$ cat config.mk
export PLATFORM = sky130hd
export DESIGN_NAME = gpio_lockport
export DESIGN_NICKNAME = d
export VERILOG_FILES = /design/src/rtl/gpio_lockport.sv
export SDC_FILE = /design/constraint.sdc
export NUM_CORES = 1
export LEC_CHECK = 0
export BUFFER_PORTS_ARGS = -buffer_cell sky130_fd_sc_hd__clkbuf_2
export CAP_MARGIN = 20
export CELL_PAD_IN_SITES_DETAIL_PLACEMENT = 1
export CELL_PAD_IN_SITES_GLOBAL_PLACEMENT = 1
export CORE_MARGIN = 2
export CORE_UTILIZATION = 45
export DETAILED_ROUTE_END_ITERATION = 7
export HOLD_SLACK_MARGIN = 0.05
export PLACE_DENSITY_LB_ADDON = 0.1
export SLEW_MARGIN = 20
export SYNTH_ARGS = -nofsm -noshare
export SYNTH_HDL_FRONTEND = slang
export SYNTH_SLANG_ARGS = --single-unit
$ cat constraint.sdc
create_clock -name clk -period 2.8 [get_ports clk]
set_input_delay 0.56 -clock clk [delete_from_list [all_inputs] [get_ports clk]]
set_output_delay 0.56 -clock clk [all_outputs]
set_load 0.005 [all_outputs]
$ cat src/rtl/gpio_lockport.sv
module gpio_lockport #(
  parameter int NPORTS = 2,
  parameter int PINS = 16,
  parameter int SLEW_W = 3,
  parameter logic [NPORTS*PINS-1:0] PIN_MASK = 32'h0FFF_FFFF,
  parameter logic [31:0] UNLOCK_KEY = 32'h0000_A534,
  localparam int PSEL_W = $clog2(NPORTS + 1),
  localparam int ADDR_W = PSEL_W + 3,
  localparam int NP = NPORTS * PINS
) (
  input  logic              clk,
  input  logic              rst_n,
  input  logic [ADDR_W-1:0] addr,
  input  logic              we,
  input  logic [31:0]       wdata,
  output logic [31:0]       rdata,
  input  logic [NP-1:0]     pad_in,
  output logic [NP-1:0]     pad_out,
  output logic [NP-1:0]     pad_oe,
  output logic [NP-1:0]     pad_pull_en,
  output logic [NP-1:0]     pad_pull_up
);
  localparam logic [2:0] R_DOUT = 3'd0, R_SET = 3'd1, R_CLR = 3'd2, R_TGL = 3'd3;
  localparam logic [2:0] R_DIN = 3'd4, R_MODEL = 3'd5, R_MODEH = 3'd6, R_CTRL = 3'd7;
  localparam logic [2:0] G_KEY = 3'd0, G_STAT = 3'd1, G_IRQ = 3'd2, G_ROUTE = 3'd3;
  localparam logic [PSEL_W-1:0] GLOB = PSEL_W'(NPORTS);

  logic [NPORTS-1:0][PINS-1:0]       dout_q;
  logic [NPORTS-1:0][PINS-1:0][3:0]  mode_q;
  logic [NPORTS-1:0][SLEW_W-1:0]     slew_n_q, slew_a_q;
  logic [31:0]                       irqsel_q, route_q;
  logic                              lock_q;
  logic [NP-1:0]                     sync1_q, sync2_q;

  wire [PSEL_W-1:0] port_sel = addr[ADDR_W-1:3];
  wire [2:0]        reg_sel  = addr[2:0];

  always_ff @(posedge clk or negedge rst_n) begin
    if (!rst_n) begin
      sync1_q <= '0;
      sync2_q <= '0;
    end else begin
      sync1_q <= pad_in;
      sync2_q <= sync1_q;
    end
  end

  always_ff @(posedge clk or negedge rst_n) begin
    if (!rst_n) begin
      dout_q   <= '0;
      mode_q   <= '0;
      slew_n_q <= '0;
      slew_a_q <= '0;
      irqsel_q <= '0;
      route_q  <= '0;
      lock_q   <= 1'b0;
    end else if (we) begin
      if (port_sel == GLOB) begin
        case (reg_sel)
          G_KEY:   lock_q <= (wdata != UNLOCK_KEY);
          G_IRQ:   if (!lock_q) irqsel_q <= wdata;
          G_ROUTE: if (!lock_q) route_q <= wdata;
          default: ;
        endcase
      end else begin
        for (int p = 0; p < NPORTS; p++) begin
          if (port_sel == PSEL_W'(p)) begin
            case (reg_sel)
              R_DOUT: dout_q[p] <= wdata[PINS-1:0] & PIN_MASK[p*PINS +: PINS];
              R_SET:  dout_q[p] <= dout_q[p] | (wdata[PINS-1:0] & PIN_MASK[p*PINS +: PINS]);
              R_CLR:  dout_q[p] <= dout_q[p] & ~(wdata[PINS-1:0] & PIN_MASK[p*PINS +: PINS]);
              R_TGL:  dout_q[p] <= dout_q[p] ^ (wdata[PINS-1:0] & PIN_MASK[p*PINS +: PINS]);
              R_CTRL: if (!lock_q) begin
                slew_n_q[p] <= wdata[SLEW_W-1:0];
                slew_a_q[p] <= wdata[16 +: SLEW_W];
              end
              default: ;
            endcase
            if (!lock_q) begin
              for (int i = 0; i < PINS; i++) begin
                if (reg_sel == ((i < 8) ? R_MODEL : R_MODEH))
                  mode_q[p][i] <= PIN_MASK[p*PINS+i] ? wdata[(i%8)*4 +: 4] : 4'd0;
              end
            end
          end
        end
      end
    end
  end

  always_comb begin
    rdata = '0;
    if (port_sel == GLOB) begin
      case (reg_sel)
        G_STAT:  rdata[0] = lock_q;
        G_IRQ:   rdata = irqsel_q;
        G_ROUTE: rdata = route_q;
        default: ;
      endcase
    end else begin
      for (int p = 0; p < NPORTS; p++) begin
        if (port_sel == PSEL_W'(p)) begin
          case (reg_sel)
            R_DOUT: rdata[PINS-1:0] = dout_q[p];
            R_DIN:  rdata[PINS-1:0] = sync2_q[p*PINS +: PINS] & PIN_MASK[p*PINS +: PINS];
            R_CTRL: begin
              rdata[SLEW_W-1:0]   = slew_n_q[p];
              rdata[16 +: SLEW_W] = slew_a_q[p];
            end
            default: ;
          endcase
          for (int i = 0; i < PINS; i++) begin
            if (reg_sel == ((i < 8) ? R_MODEL : R_MODEH))
              rdata[(i%8)*4 +: 4] = mode_q[p][i];
          end
        end
      end
    end
  end

  for (genvar gp = 0; gp < NPORTS; gp++) begin : g_port
    for (genvar gi = 0; gi < PINS; gi++) begin : g_pin
      localparam int K = gp * PINS + gi;
      wire [3:0] m = mode_q[gp][gi];
      wire       d = dout_q[gp][gi];
      wire       od = (m == 4'd4) || (m == 4'd5);
      assign pad_out[K]     = (m == 4'd3) & d;
      assign pad_oe[K]      = (m == 4'd3) | (od & ~d);
      assign pad_pull_en[K] = (m == 4'd2) | (m == 4'd5);
      assign pad_pull_up[K] = ((m == 4'd2) & d) | (m == 4'd5);
    end
  end
endmodule


==> impl_summary.txt, run 1 <==
----------------------------------------------------
[Timing]
  Final count of hold timing violations ... 0
  RSZ-0062 raised after global routing ... yes
  TNS Setup ... 0 ps
  Tightest Pin Transition ... 870.9 ps
  Highest Clock Rate ... 364.6 MHz
  Final clock skew ... 14.43 ps
  Final period utilization ... 0.9796
  Final Setup Violations ... 0
  Crit path time final ... 2743 ps
  Slew Limit Headroom ... 0.4112
  Final max-slew violation count ... 0

[Floorplanning]
  Floorplan die area ... 34450 um2
  Die height ... 185.6 um
  Placeable core region ... 32540 um2
  Effective utilization at floorplan ... 0.4562
  Cell row count ... 66
  I/O pin count ... 232
  Horiz. Die Dim ... 185.6 um

[Power]
  Internal portion of total power ... 8.557 mW
  Share of total power in the clock network ... 0.357
  Maximum vdd drop ... 0.4581 mV
  Power density over the cells ... 686.7 nW/um2
  Comb pwr share ... 0.215
  Reported net switching power ... 3.863 mW
  Sequential group share of total power ... 0.429
  Net switching fraction of the power ... 0.3111
  Cell leakage power ... 8.533 nW

[Worst setup path]
  Arrival time at the worst endpoint ... 2180 ps
  Register-to-Register Setup Slack ... 830 ps
  Required @ worst endpoint ... 2240 ps
  Biggest fanout along the worst timing path ... 14
  Cell count of the worst reg-to-reg path ... 5
  Kind of end point of the critical path ... output pin
  RR Startpoint ... lock_q
  Worst reg2reg path endpoint ... g_port[1].g_pin[7].m[2]
  Critical path startpoint category ... input port
  Type of the worst setup path ... in2out

[Worst hold path]
  Terminating pin of the worst hold path ... sync1_q[1]
  Min-Delay Path Depth ... 1
  Worst Min Path Start ... pad_in[1]
  Worst Hold Class ... in2reg

[Global routing]
  Global-route wire length before repair ... 78200 um
  Antenna violations before repair ... 0
  Residual overflow from global routing ... 0
  Aggregate global-route resource usage ... 0.2970
  Vias in the first global route ... 13240
  Maximum number of pins on one net before global-route repair ... 64

[Yosys]
  Async S/R FF share, synth ... 1.000
  EDFF count, synth ... 0
  Largest area contributor in the synthesized netlist ... sky130_fd_sc_hd__dfrtp_1
  Most numerous cell in the Yosys netlist ... sky130_fd_sc_hd__dfrtp_1
  Number of unique standard cell types used by synthesis ... 64
  Number of synthesized register bits ... 273
  Total standard cell area after synthesis ... 14840 um2
  Biggest area contributors in the synthesized netlist ... sky130_fd_sc_hd__dfrtp_1 (46%), sky130_fd_sc_hd__mux2_2 (7.2%), sky130_fd_sc_hd__ha_1 (4.7%)
  Total number of yosys warnings ... 0
  Area share of the largest cell type after synthesis ... 0.4603
  Dominant synthesized flop cell ... sky130_fd_sc_hd__dfrtp_1
  Sequential share of the synthesized area ... 0.4603
  Synthesized instance count ... 1464
  Avg Cell Area, Syn ... 10.14 um2
  Most frequent cells after synthesis ... sky130_fd_sc_hd__dfrtp_1 (273), sky130_fd_sc_hd__nand2_1 (135), sky130_fd_sc_hd__o21ai_0 (127)

[Outcome]
  Result of the run ... completed

[Final layout]
  Diodes inserted ... 0
  Layout net count ... 1855
  Fill cell instance count of the final layout ... 3680
  Count of placed standard cells in the final layout, fillers left out ... 2193
  Ratio of cells with drive above 1 in the final layout ... 0.3015
  Non-Filler Cell Area, Final ... 18090 um2
  Area overhead of the layout relative to synthesis ... 21.86%

[Drt]
  Per-cell via count in the routed design ... 5.889
  Antenna violation net count after detailed routing ... 0
  DRC viols ... 0
  Starting DRT DRC Count ... 721
  Average wire length per cell after detail routing ... 23.25 um
  Detailed Route WL ... 51000 um
  Number of vias after detailed routing ... 12920
  Number of search-and-repair iterations in the first detailed-routing pass ... 7

[Placed design]
  Buffers added on ports ... 211
  DP Wirelength ... 37400 um
  Weighted congestion reported at the end of routability-driven placement ... 0.8722
  Number of placed instances, taps included ... 2124
  Post-DP Area ... 16820 um2

[Clock network]
  Master cell of the clock root buffer ... sky130_fd_sc_hd__clkbuf_16
  Clock H-tree levels ... 1
  Clock tree from TritonCTS ... built
  # clock sinks ... 273
  Clock edge transition at the registers on the reported setup and hold paths ... 60 ps
  Number of buffers added by the clock tree synthesis step ... 31
  Clock latency at the later pin of the worst-skew pair ... 570 ps
  Worst-case clock buffer depth ... 3

[Run]
  Max-Cap Viols ... 0

----------------------------------------------------
-- flip-flops by register name, indices dropped and copies added, names as in the netlist --
signal / count
sync2_q: 28
route_q: 32
slew_a_q: 6
lock_q: 1
irqsel_q: 32
dout_q: 28
sync1_q: 28
slew_n_q: 6
g_port.g_pin.m: 112
-- cell families after synthesis --
logic type / share of synthesized area
flops: 0.4603
mux: 0.1223
other cells: 0.0002527
buf+inv: 0.05395
fa+ha+maj: 0.04721
simple gates: 0.1454
compound gates: 0.1705
-- area by class of cell --
cell class	count	area, um2	area share
clock inverters	17	249.0	0.01377
multi-input cells	1038	7330	0.4053
flip-flops and latches	273	6833	0.3778
repair buffers	316	2011	0.1112
well taps	442	553.0	0.03058
clock buffers	40	859.6	0.04753
inverters	67	251.5	0.01391
-- cells in the final DEF (no fill, tap or decap), types with 23 or more instances in the layout --
cell type	instances
sky130_fd_sc_hd__or3_1	24
sky130_fd_sc_hd__mux2i_1	28
sky130_fd_sc_hd__clkbuf_2	207
sky130_fd_sc_hd__nor2_1	56
sky130_fd_sc_hd__o21ai_0	127
sky130_fd_sc_hd__clkbuf_16	31
sky130_fd_sc_hd__o221ai_1	26
sky130_fd_sc_hd__nand3_1	49
sky130_fd_sc_hd__nor3_1	33
sky130_fd_sc_hd__nor2b_1	29
sky130_fd_sc_hd__buf_4	92
sky130_fd_sc_hd__ha_1	56
sky130_fd_sc_hd__a2bb2oi_1	23
sky130_fd_sc_hd__inv_1	66
sky130_fd_sc_hd__nand2_1	135
sky130_fd_sc_hd__a21oi_1	88
sky130_fd_sc_hd__dfrtp_1	272
sky130_fd_sc_hd__a22oi_1	42
sky130_fd_sc_hd__nand3b_1	34
sky130_fd_sc_hd__mux2_2	95
-- power by group through the flow --
stage / clock, mW / combinational [mW] / sequential (mW)
after floorplan: 0 / 1.63 / 5.10
after global placement: 0 / 2.48 / 5.33
after detailed placement: 0 / 2.61 / 5.38
after CTS: 4.49 / 2.65 / 5.31
after global routing: 4.66 / 2.97 / 5.43
final: 4.43 / 2.67 / 5.32
-- critical path, cell delays in order --
cell and delay, ps:
sky130_fd_sc_hd__clkbuf_2 140, sky130_fd_sc_hd__buf_12 180, sky130_fd_sc_hd__nor2b_2 440, sky130_fd_sc_hd__buf_4 270, sky130_fd_sc_hd__a21oi_1 110, sky130_fd_sc_hd__a2bb2oi_1 140, sky130_fd_sc_hd__a21oi_1 180, sky130_fd_sc_hd__clkbuf_2 150
-- worst max-delay path by stage --
stage	slack (ps)	endpoint	start	depth (start not counted)
finish	60	rdata[31]	addr[4]	8
global route	-10	rdata[5]	dout_q[5]	6
CTS	5	rdata[6]	dout_q[22]	6
detailed placement	20	rdata[6]	addr[0]	8
global placement	10	rdata[6]	addr[0]	8
floorplan	490	rdata[5]	addr[0]	5
-- metal layers --
layer	global-route usage	wire length, um	up-vias
li1	-	-	5820
met1	0.4128	22720	6643
met2	0.4882	24190	363
met3	0.03248	2549	89
met4	0.09480	1536	0
met5	0	0	-
-- through the flow --
step	hold WS, ps	util	setup slack, ps	total power [mW]
final	95.59	0.5559	57.24	12.42
after global routing	78.39	0.5559	-10.07	13.05
after CTS	71.58	0.5520	5.165	12.45
after detailed placement	335.6	0.5171	15.40	7.990
after global placement	331.2	0.5171	12.55	7.815
after floorplan	264.4	-	494.6	6.731
-- what timing repair did --
item / 4_1_cts / 5_1_grt
hold buffers: 1 / 0
hold endpoints to repair: 58 / 0
setup buffers: 2 / 9
gates resized for setup: 1 / 17
setup endpoints to repair: 2 / 16
pin swaps: 2 / 5
No activity file was read; power rests on OpenSTA's default activity.
==> run 2: changes to the inputs <==
--- a/config.mk
+++ b/config.mk
@@ -9,7 +9,7 @@
 export CAP_MARGIN = 20
 export CELL_PAD_IN_SITES_DETAIL_PLACEMENT = 1
 export CELL_PAD_IN_SITES_GLOBAL_PLACEMENT = 1
-export CORE_MARGIN = 2
+export CORE_MARGIN = 1
 export CORE_UTILIZATION = 45
 export DETAILED_ROUTE_END_ITERATION = 7
 export HOLD_SLACK_MARGIN = 0.05
==> constraint.sdc (replaced) <==
create_clock -name clk -period 3.2 [get_ports clk]
set_input_delay 0.64 -clock clk [delete_from_list [all_inputs] [get_ports clk]]
set_output_delay 0.64 -clock clk [all_outputs]
set_load 0.005 [all_outputs]
==> run 2 against run 1 <==
Net effect: first-iteration DRC count is 5.0% higher; clock skew increased by 16 ps; critical path type unchanged; combinational power is 15% lower; cell count is 1.3% lower; via count down 0.82%.
==> impl_summary.txt, run 2 (synthesis gave the netlist of run 1 again) <==
----------------------------------------------------
[Power]
  Sequential group share of total power ... 0.454 (+0.025)
  Share of total power in the clock network ... 0.325 (-0.032)
  Comb pwr share ... 0.221 (+0.006)
  Overall power of the completed layout ... 10.30 mW (-17%)
  Internal portion of total power ... 7.000 mW (-18%)
  Power density over the cells ... 582.9 nW/um2 (-15%)
  Reported net switching power ... 3.295 mW (-15%)
  Net switching fraction of the power ... 0.3201 (+0.008997)
  Cell leakage power ... 8.330 nW (-2.4%)
  Maximum vdd drop ... 0.5234 mV (+14%)

[Timing]
  Tightest Pin Transition ... 831.3 ps (-39.62 ps)
  Final Setup Violations ... 0 (unchanged)
  Final clock skew ... 30.45 ps (+16.02 ps)
  Post-route worst hold slack ... 114.8 ps (+19.20 ps)
  Final period utilization ... 0.9780
  Final max-slew violation count ... 0 (unchanged)
  Crit path time final ... 3130 ps
  Final count of hold timing violations ... 0 (unchanged)
  Highest Clock Rate ... 319.5 MHz
  TNS Setup ... 0 ps (unchanged)
  RSZ-0062 raised after global routing ... no
  Slew Limit Headroom ... 0.4458 (+0.03459)
  Final worst setup slack ... 70.37 ps (+13.13 ps)

[Final layout]
  Count of placed standard cells in the final layout, fillers left out ... 2164 (-1.3%)
  Fill cell instance count of the final layout ... 3621 (-1.6%)
  Highest-count cells in the layout ignoring fill and taps ... sky130_fd_sc_hd__dfrtp_1 (273), sky130_fd_sc_hd__clkbuf_2 (208), sky130_fd_sc_hd__nand2_1 (135)
  Flip-flop count of the largest register, all copies and words added ... 112 (unchanged)
  Diodes inserted ... 0 (unchanged)
  Layout net count ... 1829 (-1.4%)
  Non-Filler Cell Area, Final ... 17660 um2 (-2.4%)
  Final core occ ... 0.5442 (-0.01169)
  Area occupied by multi-input gates ... 7278 um2 (-0.70%)
  Area overhead of the layout relative to synthesis ... 18.99%
  Sequential cell area ... 6832 um2 (about the same)
  Most common library cell in the layout ignoring fill and taps ... sky130_fd_sc_hd__dfrtp_1
  Ratio of cells with drive above 1 in the final layout ... 0.2822 (-0.01931)

[Worst setup path]
  Total buffers and inverters traversed by the critical path ... 4 (unchanged)
  Cells along the critical path ... buf_2, buf_12, and3b_1, buf_4, a22oi_1, nor2_1, a2111o_1, clkbuf_2
  Biggest fanout along the worst timing path ... 14 (unchanged)
  Launch point of the critical path ... addr[2]
  RR Startpoint ... lock_q
  Category of cells accounting for the largest share of critical-path delay ... buffers and inverters
  Worst-path cell with the longest stage delay ... sky130_fd_sc_hd__a2111o_1
  Required @ worst endpoint ... 2560 ps (+320 ps)
  Critical Path Sink ... rdata[14]
  Number of gates on the worst path with buffers counted ... 8 (unchanged)
  Type of the worst setup path ... in2out
  Cell count of the worst reg-to-reg path ... 4 (-1)
  Kind of end point of the critical path ... output pin
  Register-to-Register Setup Slack ... 1220 ps (+390 ps)
  Arrival time at the worst endpoint ... 2490 ps (+310 ps)
  Critical path startpoint category ... input port
  Worst reg2reg path endpoint ... slew_a_q[4]
  CP max stage delay ... 420 ps (-20 ps)

[Drt]
  Number of search-and-repair iterations in the first detailed-routing pass ... 6 (-1)
  Detailed Route WL ... 50380 um (-1.2%)
  Starting DRT DRC Count ... 757 (+5.0%)
  DRC viols ... 0 (unchanged)
  Number of vias after detailed routing ... 12810 (-0.82%)
  DR WL met3 ... 2592 um (+1.7%)
  Met2 Routed Length ... 23890 um (-1.3%)
  M1 wire length ... 22710 um (about the same)
  Antenna violation net count after detailed routing ... 0 (unchanged)
  Highest metal used ... met4
  Per-cell via count in the routed design ... 5.919 (+0.51%)
  Average wire length per cell after detail routing ... 23.28 um (+0.11%)

[Worst hold path]
  Worst Hold Class ... in2async

[Clock network]
  PostCTS Resize Cnt ... 0 (-1)
  # clock sinks ... 273 (unchanged)
  Clock latency at the later pin of the worst-skew pair ... 580 ps (about the same)
  Number of hold buffers added after CTS ... 0 (-1)
  Worst-case clock buffer depth ... 3 (unchanged)
  Clock tree from TritonCTS ... built
  Clock H-tree levels ... 1 (unchanged)
  Post-CTS Repair Setup Buffers ... 2 (unchanged)
  Number of buffers added by the clock tree synthesis step ... 30 (-3.2%)
  Master cell of the clock root buffer ... sky130_fd_sc_hd__clkbuf_16
  Clock edge transition at the registers on the reported setup and hold paths ... 60 ps (about the same)

[Floorplanning]
  Die height ... 183.6 um (-1.1%)
  Horiz. Die Dim ... 183.6 um (-1.1%)
  Floorplan die area ... 33710 um2 (-2.1%)
  Effective utilization at floorplan ... 0.4573 (+0.001161)
  Cell row count ... 66 (unchanged)
  Placeable core region ... 32450 um2 (-0.25%)
  I/O pin count ... 232 (unchanged)

[Run]
  Max-Cap Viols ... 0 (unchanged)

[Placed design]
  Weighted congestion reported at the end of routability-driven placement ... 0.9032 (+3.6%)
  Buffers added on ports ... 211 (unchanged)
  Post-DP Area ... 16710 um2 (-0.71%)
  Worst slack after detailed placement ... 10.28 ps (-5.118 ps)
  DP Wirelength ... 36770 um (-1.7%)
  Number of placed instances, taps included ... 2109 (-0.71%)

[Global routing]
  Vias in the first global route ... 12940 (-2.3%)
  Residual overflow from global routing ... 0 (unchanged)
  Maximum number of pins on one net before global-route repair ... 87 (+36%)
  Aggregate global-route resource usage ... 0.3021 (+0.005052)
  Global-route wire length before repair ... 77580 um (-0.79%)
  Antenna violations before repair ... 0 (unchanged)

[Outcome]
  Result of the run ... completed

----------------------------------------------------
## run 2: worst min-delay path by stage
stage	startpoint	end	slack, ps	cells past startpoint
after detailed placement	sync1_q[26]	sync2_q[26]	340	0
after global routing	rst_n	dout_q[18]	150	1
after global placement	sync1_q[17]	sync2_q[17]	330	0
after floorplan	sync1_q[0]	sync2_q[0]	330	0
final	rst_n	g_port[1].g_pin[2].m[1]	110	1
after CTS	rst_n	dout_q[18]	120	1
## run 2: layout make-up
cell class                 instances  share of cell area
multi-input combinational       1038              0.4121
clock inverter                    10            0.005101
tap                              442             0.03131
timing repair buffer             291              0.1023
clock buffer                      43             0.04810
inverter                          67             0.01424
sequential                       273              0.3868
## run 2: worst reg2reg max path: stages (launching register included)
cell and delay (ps):
sky130_fd_sc_hd__dfrtp_1 400, sky130_fd_sc_hd__nor2b_1 350, sky130_fd_sc_hd__buf_4 240, sky130_fd_sc_hd__nand4_1 430
sky130_fd_sc_hd__mux2_2 440
## run 2: power groups by stage
stage                     Clock (mW)  Combinational, mW  Sequential (mW)
after floorplan                    0               1.43             4.46
after global placement             0               2.15             4.67
after detailed placement           0               2.26             4.71
after CTS                       3.41               2.28             4.66
after global routing            3.53               2.53             4.76
final                           3.35               2.27             4.67
## run 2: layer usage
| metal | up-vias | GRT usage |
|---|---|---|
| li1 | 5766 | - |
| met1 | 6575 | 0.4223 |
| met2 | 388 | 0.4962 |
| met3 | 80 | 0.03883 |
| met4 | 0 | 0.07533 |
| met5 | - | 0 |
==> run 3: changes to the inputs <==
--- a/config.mk
+++ b/config.mk
@@ -8,9 +8,9 @@
 export BUFFER_PORTS_ARGS = -buffer_cell sky130_fd_sc_hd__clkbuf_2
 export CAP_MARGIN = 20
 export CELL_PAD_IN_SITES_DETAIL_PLACEMENT = 1
-export CELL_PAD_IN_SITES_GLOBAL_PLACEMENT = 1
+export CELL_PAD_IN_SITES_GLOBAL_PLACEMENT = 2
 export CORE_MARGIN = 1
-export CORE_UTILIZATION = 45
+export CORE_UTILIZATION = 39
 export DETAILED_ROUTE_END_ITERATION = 7
 export HOLD_SLACK_MARGIN = 0.05
 export PLACE_DENSITY_LB_ADDON = 0.1
==> constraint.sdc (replaced) <==
create_clock -name clk -period 3.8 [get_ports clk]
set_input_delay 0.76 -clock clk [delete_from_list [all_inputs] [get_ports clk]]
set_output_delay 0.76 -clock clk [all_outputs]
set_load 0.1 [all_outputs]
==> run 3 against run 2 <==
Net effect: routed wire length up 2.1%; non-clock buffer count down 26; clock-buffer cell count up 6; sequential share of layout area down 1.4 points; cell count up 2.4%; die area up 15%; sequential power down 16%; critical path depth down 1; final area up 3.7%; utilization down 5.7 points; largest power group unchanged.
==> impl_summary.txt, run 3 (synthesis gave the netlist of run 1 again) <==
----------------------------------------------------
[Final layout]
  Count of placed standard cells in the final layout, fillers left out ... 2215 (+2.4%)
  Area overhead of the layout relative to synthesis ... 23.41%
  Sequential cell area ... 6832 um2 (unchanged)
  Highest-count cells in the layout ignoring fill and taps ... sky130_fd_sc_hd__dfrtp_1 (273), sky130_fd_sc_hd__clkbuf_2 (176), sky130_fd_sc_hd__nand2_1 (135)
  Layout net count ... 1807 (-1.2%)
  Most common library cell in the layout ignoring fill and taps ... sky130_fd_sc_hd__dfrtp_1
  Flip-flop count of the largest register, all copies and words added ... 112 (unchanged)
  Ratio of cells with drive above 1 in the final layout ... 0.2877 (+0.005498)
  Fill cell instance count of the final layout ... 4214 (+16%)
  Area occupied by multi-input gates ... 7415 um2 (+1.9%)
  Non-Filler Cell Area, Final ... 18320 um2 (+3.7%)

[Placed design]
  Post-DP Area ... 17170 um2 (+2.8%)
  Buffers added on ports ... 211 (unchanged)
  Weighted congestion reported at the end of routability-driven placement ... 0.8624 (-4.5%)
  Number of placed instances, taps included ... 2154 (+2.1%)
  DP Wirelength ... 37330 um (+1.5%)
  Worst slack after detailed placement ... 188.2 ps (+177.9 ps)

[Power]
  Comb pwr share ... 0.329 (+0.108)
  Internal portion of total power ... 6.406 mW (-8.5%)
  Net switching fraction of the power ... 0.4094 (+0.08936)
  Cell leakage power ... 8.429 nW (+1.2%)
  Power density over the cells ... 592.2 nW/um2 (+1.6%)
  Sequential group share of total power ... 0.362 (-0.092)
  Maximum vdd drop ... 0.3609 mV (-31%)
  Overall power of the completed layout ... 10.85 mW (+5.4%)
  Reported net switching power ... 4.441 mW (+35%)
  Share of total power in the clock network ... 0.309 (-0.016)

[Global routing]
  Maximum number of pins on one net before global-route repair ... 99 (+14%)
  Antenna violations before repair ... 0 (unchanged)
  Residual overflow from global routing ... 0 (unchanged)
  Global-route wire length before repair ... 78980 um (+1.8%)
  Vias in the first global route ... 12730 (-1.6%)
  Aggregate global-route resource usage ... 0.2691 (-0.03302)

[Outcome]
  Result of the run ... completed

[Timing]
  Final Setup Violations ... 0 (unchanged)
  Final max-slew violation count ... 0 (unchanged)
  RSZ-0062 raised after global routing ... no
  Final period utilization ... 0.9532
  Crit path time final ... 3622 ps
  Final clock skew ... 22.11 ps (-8.345 ps)
  Final count of hold timing violations ... 0 (unchanged)
  Highest Clock Rate ... 276.1 MHz
  Slew Limit Headroom ... 0.4357 (-0.01004)
  Tightest Pin Transition ... 846.4 ps (+15.06 ps)
  Final worst setup slack ... 177.7 ps (+107.3 ps)
  TNS Setup ... 0 ps (unchanged)

[Clock network]
  Master cell of the clock root buffer ... sky130_fd_sc_hd__clkbuf_16
  Clock tree from TritonCTS ... built
  Number of buffers added by the clock tree synthesis step ... 34 (+13%)
  PostCTS Resize Cnt ... 0 (unchanged)
  # clock sinks ... 273 (unchanged)
  Post-CTS Repair Setup Buffers ... 0 (-2)
  Number of hold buffers added after CTS ... 0 (unchanged)
  Clock H-tree levels ... 2 (+1)
  Clock latency at the later pin of the worst-skew pair ... 510 ps (-70 ps)
  Worst-case clock buffer depth ... 3 (unchanged)
  Clock edge transition at the registers on the reported setup and hold paths ... 50 ps (about the same)

[Floorplanning]
  Horiz. Die Dim ... 197.1 um (+7.3%)
  Floorplan die area ... 38840 um2 (+15%)
  Effective utilization at floorplan ... 0.3950 (-0.06236)
  Placeable core region ... 37580 um2 (+16%)
  I/O pin count ... 232 (unchanged)
  Cell row count ... 71 (+7.6%)
  Die height ... 197.1 um (+7.3%)

[Worst setup path]
  Kind of end point of the critical path ... output pin
  Cells along the critical path ... buf_2, nand3b_4, nor3_4, buf_4, a21oi_1, a31oi_2, buf_12
  Biggest fanout along the worst timing path ... 23 (+9)
  Required @ worst endpoint ... 3040 ps (+480 ps)
  Type of the worst setup path ... in2out
  Category of cells accounting for the largest share of critical-path delay ... buffers and inverters
  CP max stage delay ... 450 ps (+30 ps)
  Arrival time at the worst endpoint ... 2860 ps (+370 ps)
  Total buffers and inverters traversed by the critical path ... 3 (-1)
  Worst-path cell with the longest stage delay ... sky130_fd_sc_hd__buf_2
  Critical path startpoint category ... input port

[Run]
  Max-Cap Viols ... 0 (unchanged)

[Drt]
  Number of vias after detailed routing ... 12410 (-3.1%)
  Starting DRT DRC Count ... 611 (-19%)
  M1 wire length ... 24020 um (+5.8%)
  Met2 Routed Length ... 24380 um (+2.1%)
  Detailed Route WL ... 51450 um (+2.1%)
  Highest metal used ... met4
  Number of search-and-repair iterations in the first detailed-routing pass ... 5 (-1)
  DR WL met3 ... 2021 um (-22%)
  Average wire length per cell after detail routing ... 23.23 um (-0.22%)
  DRC viols ... 0 (unchanged)
  Antenna violation net count after detailed routing ... 0 (unchanged)
  Per-cell via count in the routed design ... 5.602 (-5.4%)

[Worst hold path]
  Worst Hold Class ... in2async

----------------------------------------------------
[run 3: cell types whose count changed in the layout (fill, tap and decap cells not counted), moves of 3 or more]
cell,delta
sky130_fd_sc_hd__bufinv_16,+3
sky130_fd_sc_hd__a31oi_2,+3
sky130_fd_sc_hd__buf_4,-21
sky130_fd_sc_hd__buf_12,+27
sky130_fd_sc_hd__o221ai_1,-14
sky130_fd_sc_hd__a21oi_2,+3
sky130_fd_sc_hd__a31oi_1,-3
sky130_fd_sc_hd__o221ai_2,+14
sky130_fd_sc_hd__a21oi_1,-3
sky130_fd_sc_hd__clkbuf_2,-32
sky130_fd_sc_hd__clkbuf_16,+5
[run 3: area by class of cell]
class / count / area share
Multi-Input combinational cell: 1038 / 0.4048
Clock buffer: 49 / 0.05397
Sequential cell: 273 / 0.3730
Inverter: 67 / 0.01373
Clock inverter: 11 / 0.008675
Tap cell: 511 / 0.03491
Antenna cell: 1 / 0.0001366
Timing Repair Buffer: 265 / 0.1108
[run 3: path summary, 6_finish.rpt]
kind | cells after the start | slack [ps] | start | end
max | 7 | 180 | addr[2] | rdata[4]
min | 1 | 270 | rst_n | sync1_q[23]
max reg2reg | 5 | 1650 | lock_q | g_port[1].g_pin[4].m[0]
min reg2reg | 0 | 340 | sync1_q[7] | sync2_q[7]
max in group asynchronous | 2 | 2560 | rst_n | g_port[0].g_pin[14].m[2]
min in group clk | 0 | 340 | sync1_q[7] | sync2_q[7]
[run 3: metrics by stage]
step           hold WS, ps  utilization
3_5_place_dp         335.5       0.4568
6_report             268.6       0.4874
5_1_grt              349.5       0.4874
2_1_floorplan        331.2            -
3_3_place_gp         332.6       0.4568
4_1_cts              313.8       0.4874
[run 3: routing by layer]
metal	vias up	track usage
li1	5715	-
met1	6351	0.3744
met5	-	0
met2	289	0.4452
met4	0	0.06316
met3	53	0.03517
[run 3: power by group through the flow]
stage	registers [mW]	clock network [mW]	logic (mW)
4_1_cts	3.92	3.41	3.59
2_1_floorplan	3.76	0	2.83
6_report	3.93	3.35	3.57
3_5_place_dp	3.97	0	3.58
3_3_place_gp	3.94	0	3.50
5_1_grt	4.00	3.51	3.80
